$ cat src/rtl/bd_pkg.sv
`timescale 1ns/1ps
package bd_pkg;
  // Which part of the frame the current line bit belongs to.
  typedef enum logic [1:0] {
    SLOT_IDLE = 2'd0,
    SLOT_B1   = 2'd1,
    SLOT_B2   = 2'd2,
    SLOT_D    = 2'd3
  } slot_e;
endpackage

$ cat src/rtl/bd_frame_timer.sv
`timescale 1ns/1ps
module bd_frame_timer
  import bd_pkg::*;
#(
  parameter int B_BITS     = 8,
  parameter int D_BITS     = 2,
  parameter int FRAMES     = 4,
  parameter int FRAME_BITS = 18,
  localparam int PW        = $clog2(FRAME_BITS + 1),
  localparam int IW        = $clog2(B_BITS),
  localparam int FW        = $clog2(FRAMES)
) (
  input  logic          clk,
  input  logic          rst_n,
  input  logic          bit_en,
  input  logic          fsync,
  output slot_e         slot,
  output logic [IW-1:0] lane_idx,
  output logic [FW-1:0] frm_cur,
  output logic          grp_start,
  output logic          synced
);
  localparam logic [PW-1:0] IDLE_POS = PW'(FRAME_BITS);
  localparam logic [PW-1:0] B2_POS   = PW'(B_BITS);
  localparam logic [PW-1:0] D_POS    = PW'(2 * B_BITS);
  localparam logic [PW-1:0] END_POS  = PW'(2 * B_BITS + D_BITS);
  localparam logic [FW-1:0] LAST_FRM = FW'(FRAMES - 1);

  logic [PW-1:0] pos_q, pos_nxt;
  logic [FW-1:0] frm_q, frm_nxt;
  logic          sync_q, sync_nxt;
  logic          sync_hit;

  assign sync_hit = bit_en && fsync;

  // Next-state: bit position within the frame and frame within the group.
  always_comb begin
    pos_nxt = pos_q;
    if (fsync)
      pos_nxt = '0;
    else if (pos_q != IDLE_POS)
      pos_nxt = pos_q + PW'(1);

    grp_start = sync_hit && (!sync_q || (frm_q == LAST_FRM));
    frm_nxt   = frm_q;
    if (sync_hit)
      frm_nxt = grp_start ? '0 : frm_q + FW'(1);
    sync_nxt  = sync_q || sync_hit;
  end

  // Slot decode for the bit presented in this enable cycle.
  always_comb begin
    slot     = SLOT_IDLE;
    lane_idx = '0;
    if (bit_en) begin
      if (pos_nxt < B2_POS) begin
        slot     = SLOT_B1;
        lane_idx = IW'(pos_nxt);
      end else if (pos_nxt < D_POS) begin
        slot     = SLOT_B2;
        lane_idx = IW'(pos_nxt - B2_POS);
      end else if (pos_nxt < END_POS) begin
        slot     = SLOT_D;
        lane_idx = IW'(pos_nxt - D_POS);
      end
    end
  end

  assign frm_cur = frm_nxt;
  assign synced  = sync_q;

  always_ff @(posedge clk or negedge rst_n) begin
    if (!rst_n) begin
      pos_q  <= IDLE_POS;
      frm_q  <= '0;
      sync_q <= 1'b0;
    end else if (bit_en) begin
      pos_q  <= pos_nxt;
      frm_q  <= frm_nxt;
      sync_q <= sync_nxt;
    end
  end
endmodule

$ cat src/rtl/bd_lane_rx.sv
`timescale 1ns/1ps
module bd_lane_rx #(
  parameter int LANE_BITS = 8,
  parameter int FRAMES    = 4,
  parameter int IDX_W     = 3,
  parameter int FRM_W     = 2,
  localparam int WORD_W   = LANE_BITS * FRAMES,
  localparam int TW       = $clog2(WORD_W)
) (
  input  logic              clk,
  input  logic              rst_n,
  input  logic              en,
  input  logic [IDX_W-1:0]  idx,
  input  logic [FRM_W-1:0]  frm,
  input  logic              hdlc,
  input  logic              din,
  output logic [WORD_W-1:0] word,
  output logic              ready
);
  logic [WORD_W-1:0] acc_q, acc_nxt, word_q, word_nxt;
  logic              rdy_q, last;
  logic [FRM_W-1:0]  lane_sel;
  logic [TW-1:0]     target;
  int                bit_sel;

  always_comb begin
    lane_sel = FRM_W'(FRAMES - 1) - frm;
    bit_sel  = hdlc ? int'(idx) : (LANE_BITS - 1 - int'(idx));
    target   = TW'(int'(lane_sel) * LANE_BITS + bit_sel);
    acc_nxt  = acc_q;
    if (en)
      acc_nxt[target] = din;
    last     = en && (idx == IDX_W'(LANE_BITS - 1)) && (frm == FRM_W'(FRAMES - 1));
    word_nxt = last ? acc_nxt : word_q;
  end

  always_ff @(posedge clk or negedge rst_n) begin
    if (!rst_n) begin
      acc_q  <= '0;
      word_q <= '0;
      rdy_q  <= 1'b0;
    end else begin
      rdy_q <= last;
      if (en) acc_q <= acc_nxt;
      if (last) word_q <= word_nxt;
    end
  end

  assign word  = word_q;
  assign ready = rdy_q;
endmodule

$ cat src/rtl/bd_lane_tx.sv
`timescale 1ns/1ps
module bd_lane_tx #(
  parameter int LANE_BITS = 8,
  parameter int FRAMES    = 4,
  parameter int IDX_W     = 3,
  parameter int FRM_W     = 2,
  localparam int WORD_W   = LANE_BITS * FRAMES,
  localparam int TW       = $clog2(WORD_W)
) (
  input  logic              clk,
  input  logic              rst_n,
  input  logic              load,
  input  logic [WORD_W-1:0] word_in,
  input  logic [IDX_W-1:0]  idx,
  input  logic [FRM_W-1:0]  frm,
  input  logic              hdlc,
  output logic              dout
);
  logic [WORD_W-1:0] lat_q, src;
  logic [FRM_W-1:0]  lane_sel;
  logic [TW-1:0]     target;
  int                bit_sel;

  always_comb begin
    src      = load ? word_in : lat_q;
    lane_sel = FRM_W'(FRAMES - 1) - frm;
    bit_sel  = hdlc ? int'(idx) : (LANE_BITS - 1 - int'(idx));
    target   = TW'(int'(lane_sel) * LANE_BITS + bit_sel);
    dout     = src[target];
  end

  always_ff @(posedge clk or negedge rst_n) begin
    if (!rst_n)
      lat_q <= '0;
    else if (load)
      lat_q <= word_in;
  end
endmodule

$ cat src/rtl/tdm_bd_packer.sv
`timescale 1ns/1ps
module tdm_bd_packer
  import bd_pkg::*;
#(
  parameter int B_BITS     = 8,
  parameter int D_BITS     = 2,
  parameter int FRAMES     = 4,
  parameter int FRAME_BITS = 18,
  localparam int WORD_W    = B_BITS * FRAMES,
  localparam int DWORD_W   = D_BITS * FRAMES,
  localparam int IW        = $clog2(B_BITS),
  localparam int FW        = $clog2(FRAMES)
) (
  input  logic               clk,
  input  logic               rst_n,
  input  logic               bit_en,
  input  logic               fsync,
  input  logic               rx_bit,
  input  logic               b1_hdlc,
  input  logic               b2_hdlc,
  input  logic               d_hdlc,
  input  logic [WORD_W-1:0]  b1_tx_word,
  input  logic [WORD_W-1:0]  b2_tx_word,
  output logic               tx_bit,
  output logic               tx_load,
  output logic [WORD_W-1:0]  b1_rx_word,
  output logic               b1_rx_ready,
  output logic [WORD_W-1:0]  b2_rx_word,
  output logic               b2_rx_ready,
  output logic [DWORD_W-1:0] d_rx_byte,
  output logic               d_rx_ready
);
  slot_e         slot;
  logic [IW-1:0] lane_idx;
  logic [FW-1:0] frm_cur;
  logic          grp_start;
  logic          synced;

  logic [1:0]        b_hdlc, b_en, b_tx, b_rdy;
  logic [WORD_W-1:0] b_txw [2];
  logic [WORD_W-1:0] b_rxw [2];

  assign b_hdlc   = {b2_hdlc, b1_hdlc};
  assign b_txw[0] = b1_tx_word;
  assign b_txw[1] = b2_tx_word;

  bd_frame_timer #(
    .B_BITS(B_BITS), .D_BITS(D_BITS), .FRAMES(FRAMES), .FRAME_BITS(FRAME_BITS)
  ) u_timer (
    .clk(clk), .rst_n(rst_n), .bit_en(bit_en), .fsync(fsync),
    .slot(slot), .lane_idx(lane_idx), .frm_cur(frm_cur),
    .grp_start(grp_start), .synced(synced)
  );

  // One receive and one transmit lane per bearer channel.
  for (genvar g = 0; g < 2; g++) begin : g_bearer
    localparam slot_e MY_SLOT = (g == 0) ? SLOT_B1 : SLOT_B2;
    assign b_en[g] = (slot == MY_SLOT);

    bd_lane_rx #(
      .LANE_BITS(B_BITS), .FRAMES(FRAMES), .IDX_W(IW), .FRM_W(FW)
    ) u_rx (
      .clk(clk), .rst_n(rst_n), .en(b_en[g]), .idx(lane_idx), .frm(frm_cur),
      .hdlc(b_hdlc[g]), .din(rx_bit), .word(b_rxw[g]), .ready(b_rdy[g])
    );

    bd_lane_tx #(
      .LANE_BITS(B_BITS), .FRAMES(FRAMES), .IDX_W(IW), .FRM_W(FW)
    ) u_tx (
      .clk(clk), .rst_n(rst_n), .load(grp_start), .word_in(b_txw[g]),
      .idx(lane_idx), .frm(frm_cur), .hdlc(b_hdlc[g]), .dout(b_tx[g])
    );
  end

  bd_lane_rx #(
    .LANE_BITS(D_BITS), .FRAMES(FRAMES), .IDX_W(IW), .FRM_W(FW)
  ) u_d_rx (
    .clk(clk), .rst_n(rst_n), .en(slot == SLOT_D), .idx(lane_idx), .frm(frm_cur),
    .hdlc(d_hdlc), .din(rx_bit), .word(d_rx_byte), .ready(d_rx_ready)
  );

  always_comb begin
    tx_bit = 1'b1;
    if (b_en[0])
      tx_bit = b_tx[0];
    else if (b_en[1])
      tx_bit = b_tx[1];
  end

  assign tx_load     = grp_start;
  assign b1_rx_word  = b_rxw[0];
  assign b2_rx_word  = b_rxw[1];
  assign b1_rx_ready = b_rdy[0];
  assign b2_rx_ready = b_rdy[1];
endmodule

$ cat config.mk
export PLATFORM = sky130hd
export DESIGN_NAME = tdm_bd_packer
export DESIGN_NICKNAME = d
export VERILOG_FILES = /design/src/rtl/bd_pkg.sv /design/src/rtl/bd_frame_timer.sv /design/src/rtl/bd_lane_rx.sv /design/src/rtl/bd_lane_tx.sv /design/src/rtl/tdm_bd_packer.sv
export SDC_FILE = /design/constraint.sdc
export NUM_CORES = 1
export LEC_CHECK = 0
export ABC_AREA = 1
export BUFFER_PORTS_ARGS = -buffer_cell sky130_fd_sc_hd__buf_2
export CAP_MARGIN = 20
export CORE_AREA = 5 5 134 161
export DETAILED_ROUTE_END_ITERATION = 10
export DIE_AREA = 0 0 139 166
export MAX_ROUTING_LAYER = met4
export PLACE_DENSITY = 0.79
export RECOVER_POWER = 100
export SLEW_MARGIN = 20
export SYNTH_ARGS = -nofsm -noshare
export SYNTH_HDL_FRONTEND = slang
export SYNTH_HIERARCHICAL = 1
export SYNTH_SLANG_ARGS = --single-unit
$ cat constraint.sdc
create_clock -name clk -period 3.7 [get_ports clk]
set_input_delay 0.37 -clock clk [delete_from_list [all_inputs] [get_ports clk]]
set_output_delay 0.37 -clock clk [all_outputs]
set_load 0.02 [all_outputs]
==> flow_metrics.py, run 1 <==
metrics = {
    "timing": {
        "finalClockSkew_ns": 0.01142,
        "fmax_mhz": 279.8,
        "period_needed_ns": 3.574,
        "hold_viol": 0,
        "slew_violations": 108,
        "finalSetupViolCount": 0,
        "slew_headroom_pct": -78.40,
        "worst_pin_slew_ns": 2.676,
        "finalCritPeriodShare_pct": 96.60,
    },
    "die": {
        "die_area_um2": 23070,
        "core-area_um2": 19970,
        "fp.dieH_um": 166,
        "io_pins": 149,
        "rows": 57,
        "die_x_um": 139,
        "start_util_pct": 56.34,
    },
    "detailed_routing": {
        "dr_wl_met3_mm": 1.433,
        "route.top_layer_used": "met4",
        "wl_met2_mm": 13.10,
        "viasPerCell": 5.054,
        "first_pass_iters": 5,
        "vias": 9623,
        "wl_mm": 26.22,
        "drc": 0,
        "wl_per_cell_um": 13.77,
        "ant_nets": 0,
        "wl_met1_mm": 11.10,
        "drtIter0Drc": 642,
    },
    "finish": {
        "layout-drive-gt1-share_pct": 18.75,
        "fin_nets": 1699,
        "finalInstanceArea_um2": 13100,
        "num-fill-cells": 1695,
        "finalCoreUtilization_pct": 65.59,
        "area_growth_pct": 16.41,
    },
    "clocking": {
        "clkSinkCount": 219,
        "cts_made_buffers": 22,
        "insertion_delay_ns": 0.50,
        "ctsRootBufferMaster": "clkbuf_16",
        "path_clk_slew_ns": 0.06,
        "htreeDepth": 1,
        "clockBufferDepth": 3,
        "cts_hold_buf": 0,
        "cts_tree": "done",
    },
    "placement": {
        "io_buffers": 148,
        "place.gp.congestion": 0.9067,
        "placedInstanceArea_um2": 12110,
        "place_hpwl_mm": 17.47,
    },
    "critical_path": {
        "critPathCaptureType": "output port",
        "critPathLaunchType": "register",
        "cp_data_arrival_time_ns": 3.20,
        "crit_slowest_cell": "dfstp_2",
        "critPathRequiredTime_ns": 3.33,
        "slowest_delay_ns": 0.59,
        "crit_fanout": 16,
        "path_cells": "ha_1 -> nand2_1 -> inv_2 -> nand2_2 -> nand3_1 -> nand2_1 -> nand2_1 -> nand2_2 -> nor2_4 -> inv_2 -> nand2_4 -> nand2_8 -> nand2_1 -> nand3_1 -> nand3_1 -> nand3_1 -> nand3b_1 -> nand2_2 -> inv_1 -> nand3_1 -> nand2_1 -> inv_1 -> buf_4",
        "crit_type": "reg2out",
    },
    "job": {
        "cap_violations": 1,
    },
    "pwr": {
        "pwr-share-clk_pct": 32.4,
        "p_sw_mw": 2.398,
        "p_per_area_nw_per_um2": 575.8,
        "p_seq_share_pct": 41.7,
        "p_comb_share_pct": 25.8,
        "switching_share_pct": 31.80,
        "leakage_nw": 7.342,
        "intPower_mw": 5.143,
        "peakVddDrop_mv": 0.3660,
    },
    "synthesis": {
        "ys_seq_area_share_pct": 48.73,
        "syn_area_um2": 11250,
        "avgSynthCellArea_um2": 7.617,
        "yosysWarnings": 6,
        "syn_nets": 1554,
        "netlist_instances": 1477,
        "ys_ff_latch": 219,
        "yosysUniqueCellTypes": 33,
    },
    "global_routing": {
        "grt_pass1_vias": 9410,
        "track_usage_pct": 22.99,
        "grt_max_degree": 108,
        "grt_pass1_wl_mm": 44.25,
        "overflow": 0,
        "antenna_found_initial": 2,
    },
    "worst_hold_path": {
        "hold_class": "in2reg",
    },
    "status": {
        "status": "complete, but fails checks",
        "violations": "max-capacitance violations, max-slew violations",
    },
}
logic make-up after synthesis:
kind of cell | after synthesis | synth area share, %
flip-flops | 219 | 48.73
adder cells (fa/ha/maj) | 5 | 0.5560
buffers and inverters | 250 | 10.22
XOR/XNOR | 8 | 1.090
AO/OA/AOI/OAI | 15 | 0.7896
AND/OR/NAND/NOR | 980 | 38.61
layout by cell type, fill, tap and decap left out, drive strengths merged, types with 3 or more instances in the layout:
| master | count |
|---|---|
| a21oi | 3 |
| buf | 163 |
| bufinv | 5 |
| clkbuf | 34 |
| dfrtp | 217 |
| ha | 5 |
| inv | 201 |
| nand2 | 688 |
| nand3 | 235 |
| nand4 | 13 |
| nor2 | 42 |
| o21ai | 11 |
| xnor2 | 4 |
| xor2 | 4 |
Yosys cell counts (all sizes together):
cell type | instances | area, um2
nand3b | 2 | 15.01
inv | 201 | 767.0
dfrtp | 217 | 5430
nor4 | 1 | 21.27
xnor2 | 4 | 57.56
nor3 | 1 | 10.01
nand4 | 13 | 81.33
xor2 | 4 | 65.06
o21ai | 11 | 55.05
nor2 | 42 | 327.8
or2 | 1 | 6.260
o21a | 1 | 7.510
buf | 42 | 356.6
ha | 5 | 62.56
a21oi | 3 | 26.28
nand2 | 685 | 2681
dfstp | 2 | 52.55
clkbuf | 7 | 26.28
nand3 | 235 | 1201
cell type report:
class / count / area (um2) / area share (%)
flip-flops and latches: 219 / 5483 / 41.86
multi-input cells: 1011 / 4792 / 36.59
repair buffers: 167 / 912.1 / 6.964
inverters: 201 / 767.0 / 5.856
clock buffers: 30 / 631.9 / 4.824
well taps: 265 / 331.6 / 2.532
clock inverters: 9 / 175.2 / 1.337
diodes: 2 / 5.005 / 0.03821
power by group through the flow:
stage / combinational, mW / sequential (mW) / clock [mW]
final: 1.95 / 3.15 / 2.45
after CTS: 1.91 / 3.15 / 2.50
after floorplan: 1.42 / 3.16 / 0
after global routing: 2.23 / 3.20 / 2.61
after detailed placement: 1.88 / 3.19 / 0
after global placement: 1.83 / 3.16 / 0
per-layer routing:
layer,global-route usage [%],vias up
met2,39.46,253
met4,5.106,0
met5,-,-
li1,-,4829
met1,29.13,4483
met3,3.370,58
state kept, by name (all words and copies together), names as in the netlist:
register and cells:
u_d_rx/word 8, g_bearer.u_tx/lat_q 64, g_bearer.u_rx/acc_q 64, u_timer/synced 1, u_d_rx/ready 1, u_d_rx/acc_q 8, u_timer/pos_q 5, g_bearer.u_rx/word 64
u_timer/frm_q 2, g_bearer.u_rx/ready 2
critical path, delay by kind of cell, from the launching register on:
family	cells	cell delay, ns
adders and majority gates	1	0.15
DFF	1	0.59
buffers and inverters	5	0.42
and+or+nand+nor	17	1.55
worst paths after layout:
check / startpoint / endpoint / slack [ns] / cells after the start
worst min-delay path: b1_tx_word[4] / g_bearer[0].u_tx/lat_q[4] / 0.11 / 3
worst max register to register: u_timer/pos_q[1] / g_bearer[1].u_rx/word[28] / 0.48 / 16
min in group asynchronous: rst_n / g_bearer[0].u_rx/word[21] / 0.69 / 1
worst max-delay path: u_timer/pos_q[1] / tx_bit / 0.13 / 23
worst min register to register: g_bearer[1].u_tx/lat_q[24] / g_bearer[1].u_tx/lat_q[24] / 0.47 / 2
max in group asynchronous: rst_n / g_bearer[0].u_tx/lat_q[28] / 0.85 / 2
through the flow:
step,std cells,setup WS (ns),hold slack (ns),TNS [ns],power [mW]
finish,1904,0.1259,0.1093,0,7.541
global route,1904,-0.03934,0.1021,-0.03934,8.043
CTS,1895,0.02439,0.01647,0,7.551
detailed placement,1856,0.4906,0.4568,0,5.070
global placement,1856,0.6415,0.4549,0,4.990
floorplan,1477,0.1799,0.07441,0,4.573
timing repair:
action,in CTS,in global routing
gates cloned,0,3
pin swaps,0,8
buffers inserted,0,4
gates resized for setup,1,27
setup endpoints to repair,1,1
endpoints found under the hold margin,0,0
No activity file was read; power rests on OpenSTA's default activity.
==> run 2, diff against run 1 <==
--- a/config.mk
+++ b/config.mk
@@ -7,12 +7,11 @@
 export LEC_CHECK = 0
 export ABC_AREA = 1
 export BUFFER_PORTS_ARGS = -buffer_cell sky130_fd_sc_hd__buf_2
-export CAP_MARGIN = 20
-export CORE_AREA = 5 5 134 161
+export CAP_MARGIN = 5
+export CORE_AREA = 5 5 160 192
 export DETAILED_ROUTE_END_ITERATION = 10
-export DIE_AREA = 0 0 139 166
+export DIE_AREA = 0 0 165 197
 export MAX_ROUTING_LAYER = met4
-export PLACE_DENSITY = 0.79
 export RECOVER_POWER = 100
 export SLEW_MARGIN = 20
 export SYNTH_ARGS = -nofsm -noshare
==> flow_metrics.py, run 2 (same netlist as run 1, synthesis figures left out) <==
metrics = {
    "detailed_routing": {
        "vias": 9457,
        "ant_nets": 0,
        "drc": 0,
        "wl_per_cell_um": 13.59,
        "drtIter0Drc": 527,
        "viasPerCell": 4.661,
        "wl_mm": 27.58,
        "first_pass_iters": 5,
    },
    "worst_hold_path": {
        "hold_class": "in2reg",
        "worstHoldEndpoint": "g_bearer[0].u_tx/lat_q[27]",
        "hold_start": "b1_tx_word[27]",
        "hold_depth": 3,
    },
    "critical_path": {
        "critPathLaunchType": "register",
        "worstReg2RegEnd": "g_bearer[1].u_rx/word[0]",
        "rrSetupSlack_ns": 0.45,
        "critPathRequiredTime_ns": 3.33,
        "ff2ff_path_depth": 14,
        "crit_fanout": 8,
        "crit_type": "reg2out",
        "critPathCaptureType": "output port",
        "cp_data_arrival_time_ns": 3.28,
        "rr_startpoint": "u_timer/pos_q[1]",
    },
    "timing": {
        "hold_viol": 0,
        "slew_violations": 74,
        "rsz0062_at_grt": "yes",
        "finalSetupViolCount": 0,
        "period_needed_ns": 3.648,
        "finalCritPeriodShare_pct": 98.60,
        "fmax_mhz": 274.1,
        "finalClockSkew_ns": 0.008507,
        "worst_pin_slew_ns": 1.866,
        "slew_headroom_pct": -24.39,
    },
    "status": {
        "violations": "max-capacitance violations, max-slew violations",
        "status": "complete, but fails checks",
    },
    "die": {
        "die_area_um2": 32510,
        "rows": 68,
        "die_x_um": 165,
        "io_pins": 149,
        "fp.dieH_um": 197,
        "core-area_um2": 28590,
        "start_util_pct": 39.36,
    },
    "clocking": {
        "clockBufferDepth": 3,
        "path_clk_slew_ns": 0.06,
        "ctsRootBufferMaster": "clkbuf_16",
        "cts_tree": "done",
        "cts_made_buffers": 24,
        "clkSinkCount": 219,
        "htreeDepth": 1,
        "insertion_delay_ns": 0.52,
    },
    "global_routing": {
        "overflow": 0,
        "grt_pass1_wl_mm": 45.57,
        "grt_pass1_vias": 9271,
        "antenna_found_initial": 1,
        "track_usage_pct": 17.43,
        "grt_max_degree": 80,
    },
    "job": {
        "cap_violations": 1,
    },
    "pwr": {
        "p_per_area_nw_per_um2": 573.2,
        "leakage_nw": 7.409,
        "peakVddDrop_mv": 0.2608,
        "power_mw": 7.695,
    },
    "finish": {
        "layout-drive-gt1-share_pct": 21.06,
        "fin_nets": 1702,
        "final_common_cell": "nand2_1",
        "mostFrequentLayoutCells": "640 x nand2_1, 217 x nand3_1, 216 x dfrtp_1",
        "area_growth_pct": 19.33,
        "finalInstanceArea_um2": 13430,
    },
    "placement": {
        "placedInstanceArea_um2": 12260,
        "place.gp.congestion": 0.8077,
        "io_buffers": 148,
        "place_hpwl_mm": 19.01,
    },
}
==> run 2: worst max path at each step <==
stage / startpoint / to / slack [ns] / cells after the start
6_report: u_timer/pos_q[1] / tx_bit / 0.05 / 21
4_1_cts: u_timer/pos_q[1] / tx_bit / 0.005 / 21
3_3_place_gp: u_timer/pos_q[1] / tx_bit / 0.48 / 21
2_1_floorplan: u_timer/pos_q[1] / tx_bit / 0.18 / 21
3_5_place_dp: u_timer/pos_q[1] / tx_bit / 0.36 / 21
5_1_grt: u_timer/pos_q[1] / tx_bit / -0.14 / 21
==> run 2: through the flow <==
step	setup slack (ns)	hold WS, ns	util [%]	std cells	setup TNS (ns)
2_1_floorplan	0.1799	0.07441	-	1477	0
3_3_place_gp	0.4830	0.3882	42.89	1979	0
3_5_place_dp	0.3618	0.3889	42.89	1979	0
4_1_cts	0.005088	0.07690	45.96	2025	0
5_1_grt	-0.1401	0.08147	46.96	2029	-0.1401
6_report	0.05190	0.09680	46.96	2029	0
==> run 2: routing by layer <==
layer  track usage (%)  vias up  wire (um)
met3             2.719       43       1353
li1                  -     4839          -
met4             4.777        0        539
met5                 -        -          0
met2             29.24      205      13720
met1             21.92     4370      11960
==> run 2: layout make-up <==
class,instances,area [um2]
Sequential cell,219,5484
Tap cell,385,481.7
Clock buffer,32,701.9
Inverter,201,769.5
Clock inverter,12,153.9
Multi-Input combinational cell,1009,4905
Antenna cell,1,2.502
Timing Repair Buffer,170,927.1
Fill cell,2900,15160
==> run 2: power breakdown <==
part           internal, mW  leakage (nW)  switching [mW]
clock network          1.55         0.416           0.997
registers              2.98          2.62           0.162
logic                 0.648          4.37            1.36
==> run 2: repair_timing <==
item,in CTS,in global routing
buffers inserted,1,2
resized for setup,1,61
setup endpoints to repair,1,1
hold endpoints to repair,69,0
pin swaps,1,30
hold buffers,1,0
cloned,0,1
==> run 2: worst max-delay path: stages, from the launching register on <==
cell and delay [ns]:
dfstp_2 0.61, ha_4 0.18, nand4_1 0.15, nand2_2 0.13, nor2_4 0.05, nand2_2 0.06, nand2_2 0.07, nor2_4 0.25
inv_2 0.11, nand2_4 0.15, nand2_8 0.11, nand2_2 0.10, nand3_2 0.07, nand3_2 0.09, nand3_1 0.08, nand3_1 0.11
nand2_2 0.06, inv_2 0.05, nand3_2 0.07, nand2_2 0.08, inv_2 0.04, buf_6 0.12
==> run 3, diff against run 2 <==
--- a/config.mk
+++ b/config.mk
@@ -13,6 +13,7 @@
 export DIE_AREA = 0 0 165 197
 export MAX_ROUTING_LAYER = met4
 export RECOVER_POWER = 100
+export SETUP_SLACK_MARGIN = 0.5
 export SLEW_MARGIN = 20
 export SYNTH_ARGS = -nofsm -noshare
 export SYNTH_HDL_FRONTEND = slang
==> constraint.sdc (replaced) <==
create_clock -name clk -period 3.65 [get_ports clk]
set_input_delay 0.365 -clock clk [delete_from_list [all_inputs] [get_ports clk]]
set_output_delay 0.365 -clock clk [all_outputs]
set_load 0.02 [all_outputs]
==> flow_metrics.py, run 3 (same netlist as run 1, synthesis figures left out) <==
metrics = {
    "die": {
        "die_area_um2": 32510,
        "fp.dieH_um": 197,
        "rows": 68,
        "io_pins": 149,
        "die_x_um": 165,
        "core-area_um2": 28590,
        "start_util_pct": 39.36,
    },
    "finish": {
        "final_common_cell": "nand2_1",
        "area_growth_pct": 20.13,
        "finalCoreUtilization_pct": 47.28,
        "layout-drive-gt1-share_pct": 21.85,
        "fin_nets": 1711,
        "mostFrequentLayoutCells": "633 x nand2_1, 221 x nand3_1, 216 x dfrtp_1",
        "finalInstanceArea_um2": 13520,
    },
    "timing": {
        "slew_violations": 81,
        "tns_ns": 0,
        "hold_viol": 0,
        "period_needed_ns": 3.500,
        "slew_headroom_pct": -36.12,
        "finalClockSkew_ns": 0.005721,
        "worst_pin_slew_ns": 2.042,
        "rsz0062_at_grt": "yes",
        "finalSetupViolCount": 0,
        "finalCritPeriodShare_pct": 95.89,
        "fmax_mhz": 285.7,
        "worst_slack_ns": 0.1500,
    },
    "detailed_routing": {
        "wl_met1_mm": 12.32,
        "wl_met2_mm": 13.43,
        "ant_nets": 0,
        "dr_wl_met3_mm": 1.207,
        "vias": 9427,
        "drtIter0Drc": 410,
        "route.top_layer_used": "met4",
        "wl_mm": 27.57,
        "first_pass_iters": 5,
        "drc": 0,
        "wl_per_cell_um": 13.51,
        "viasPerCell": 4.621,
    },
    "pwr": {
        "leakage_nw": 7.436,
        "peakVddDrop_mv": 0.3225,
        "power_mw": 7.724,
        "p_per_area_nw_per_um2": 571.5,
    },
    "critical_path": {
        "cp_data_arrival_time_ns": 3.14,
        "crit_fanout": 5,
        "crit_type": "reg2out",
        "critPathCaptureType": "output port",
        "critPathRequiredTime_ns": 3.28,
        "critPathLaunchType": "register",
    },
    "clocking": {
        "htreeDepth": 1,
        "path_clk_slew_ns": 0.06,
        "clkSinkCount": 219,
        "clockBufferDepth": 3,
        "ctsRootBufferMaster": "clkbuf_16",
        "insertion_delay_ns": 0.51,
        "cts_made_buffers": 24,
        "cts_tree": "done",
    },
    "job": {
        "cap_violations": 1,
    },
    "placement": {
        "place_ws_ns": 0.4804,
        "placedInstanceArea_um2": 12300,
        "place.gp.congestion": 0.8371,
        "io_buffers": 148,
        "place_hpwl_mm": 18.58,
    },
    "global_routing": {
        "overflow": 0,
        "grt_max_degree": 82,
        "antenna_found_initial": 3,
        "track_usage_pct": 17.33,
        "grt_pass1_vias": 9142,
        "grt_pass1_wl_mm": 45.45,
    },
    "worst_hold_path": {
        "hold_class": "in2reg",
    },
    "status": {
        "status": "complete, but fails checks",
        "violations": "max-capacitance violations, max-slew violations",
    },
}
[run 3: cell type report]
class,instances,area [um2]
Multi-Input combinational cell,1012,4933
Inverter,201,769.5
Fill cell,2878,15070
Antenna cell,3,7.507
Sequential cell,219,5484
Clock inverter,10,108.9
Tap cell,385,481.7
Timing Repair Buffer,176,1011
Clock buffer,34,719.4
[run 3: path summary, 6_finish.rpt]
check / from / endpoint / slack (ns) / cells past startpoint
worst max-delay path: u_timer/pos_q[1] / tx_bit / 0.15 / 17
min in group asynchronous: rst_n / u_d_rx/word[3] / 0.95 / 2
worst min register to register: g_bearer[0].u_rx/word[16] / g_bearer[0].u_rx/word[16] / 0.47 / 2
worst max register to register: u_timer/pos_q[1] / g_bearer[1].u_rx/word[13] / 0.71 / 15
max in group asynchronous: rst_n / u_timer/pos_q[0] / 1.20 / 3
worst min-delay path: b2_tx_word[21] / g_bearer[1].u_tx/lat_q[21] / 0.1 / 3
[run 3: repair_timing]
item                                   4_1_cts  5_1_grt
gates resized for setup                     18       53
pin swaps                                   14       34
setup endpoints to repair                    1      103
cloned                                       2        3
hold buffers                                 1        0
endpoints found under the hold margin       78        0
buffers inserted                             4        5
[run 3: layer usage]
layer | vias up | track usage (%)
li1 | 4856 | -
met2 | 199 | 28.12
met5 | - | -
met1 | 4326 | 22.98
met3 | 46 | 2.573
met4 | 0 | 4.191
[run 3: through the flow]
| step | hold WS [ns] | cells |
|---|---|---|
| 2_1_floorplan | 0.06941 | 1477 |
| 3_3_place_gp | 0.4059 | 1978 |
| 3_5_place_dp | 0.4093 | 1978 |
| 4_1_cts | 0.07365 | 2029 |
| 5_1_grt | 0.08302 | 2040 |
| 6_report | 0.09530 | 2040 |
[run 3: worst max-delay path: stages, from the launching register on]
cell      delay (ns)
dfstp_2         0.60
ha_4            0.18
nor2_1          0.04
nor2_1          0.16
nand4_1         0.17
nor2_1          0.18
buf_4           0.18
xor2_2          0.27
inv_1           0.15
nand3_1         0.11
nand3_1         0.07
nand3b_1        0.10
nand2_2         0.06
inv_2           0.06
nand3_2         0.06
nand2_2         0.08
inv_2           0.04
buf_6           0.12
[run 3: report_power, final]
part | switching [mW] | internal [mW]
Clock | 0.983 | 1.51
Sequential | 0.161 | 3.02
Combinational | 1.38 | 0.671
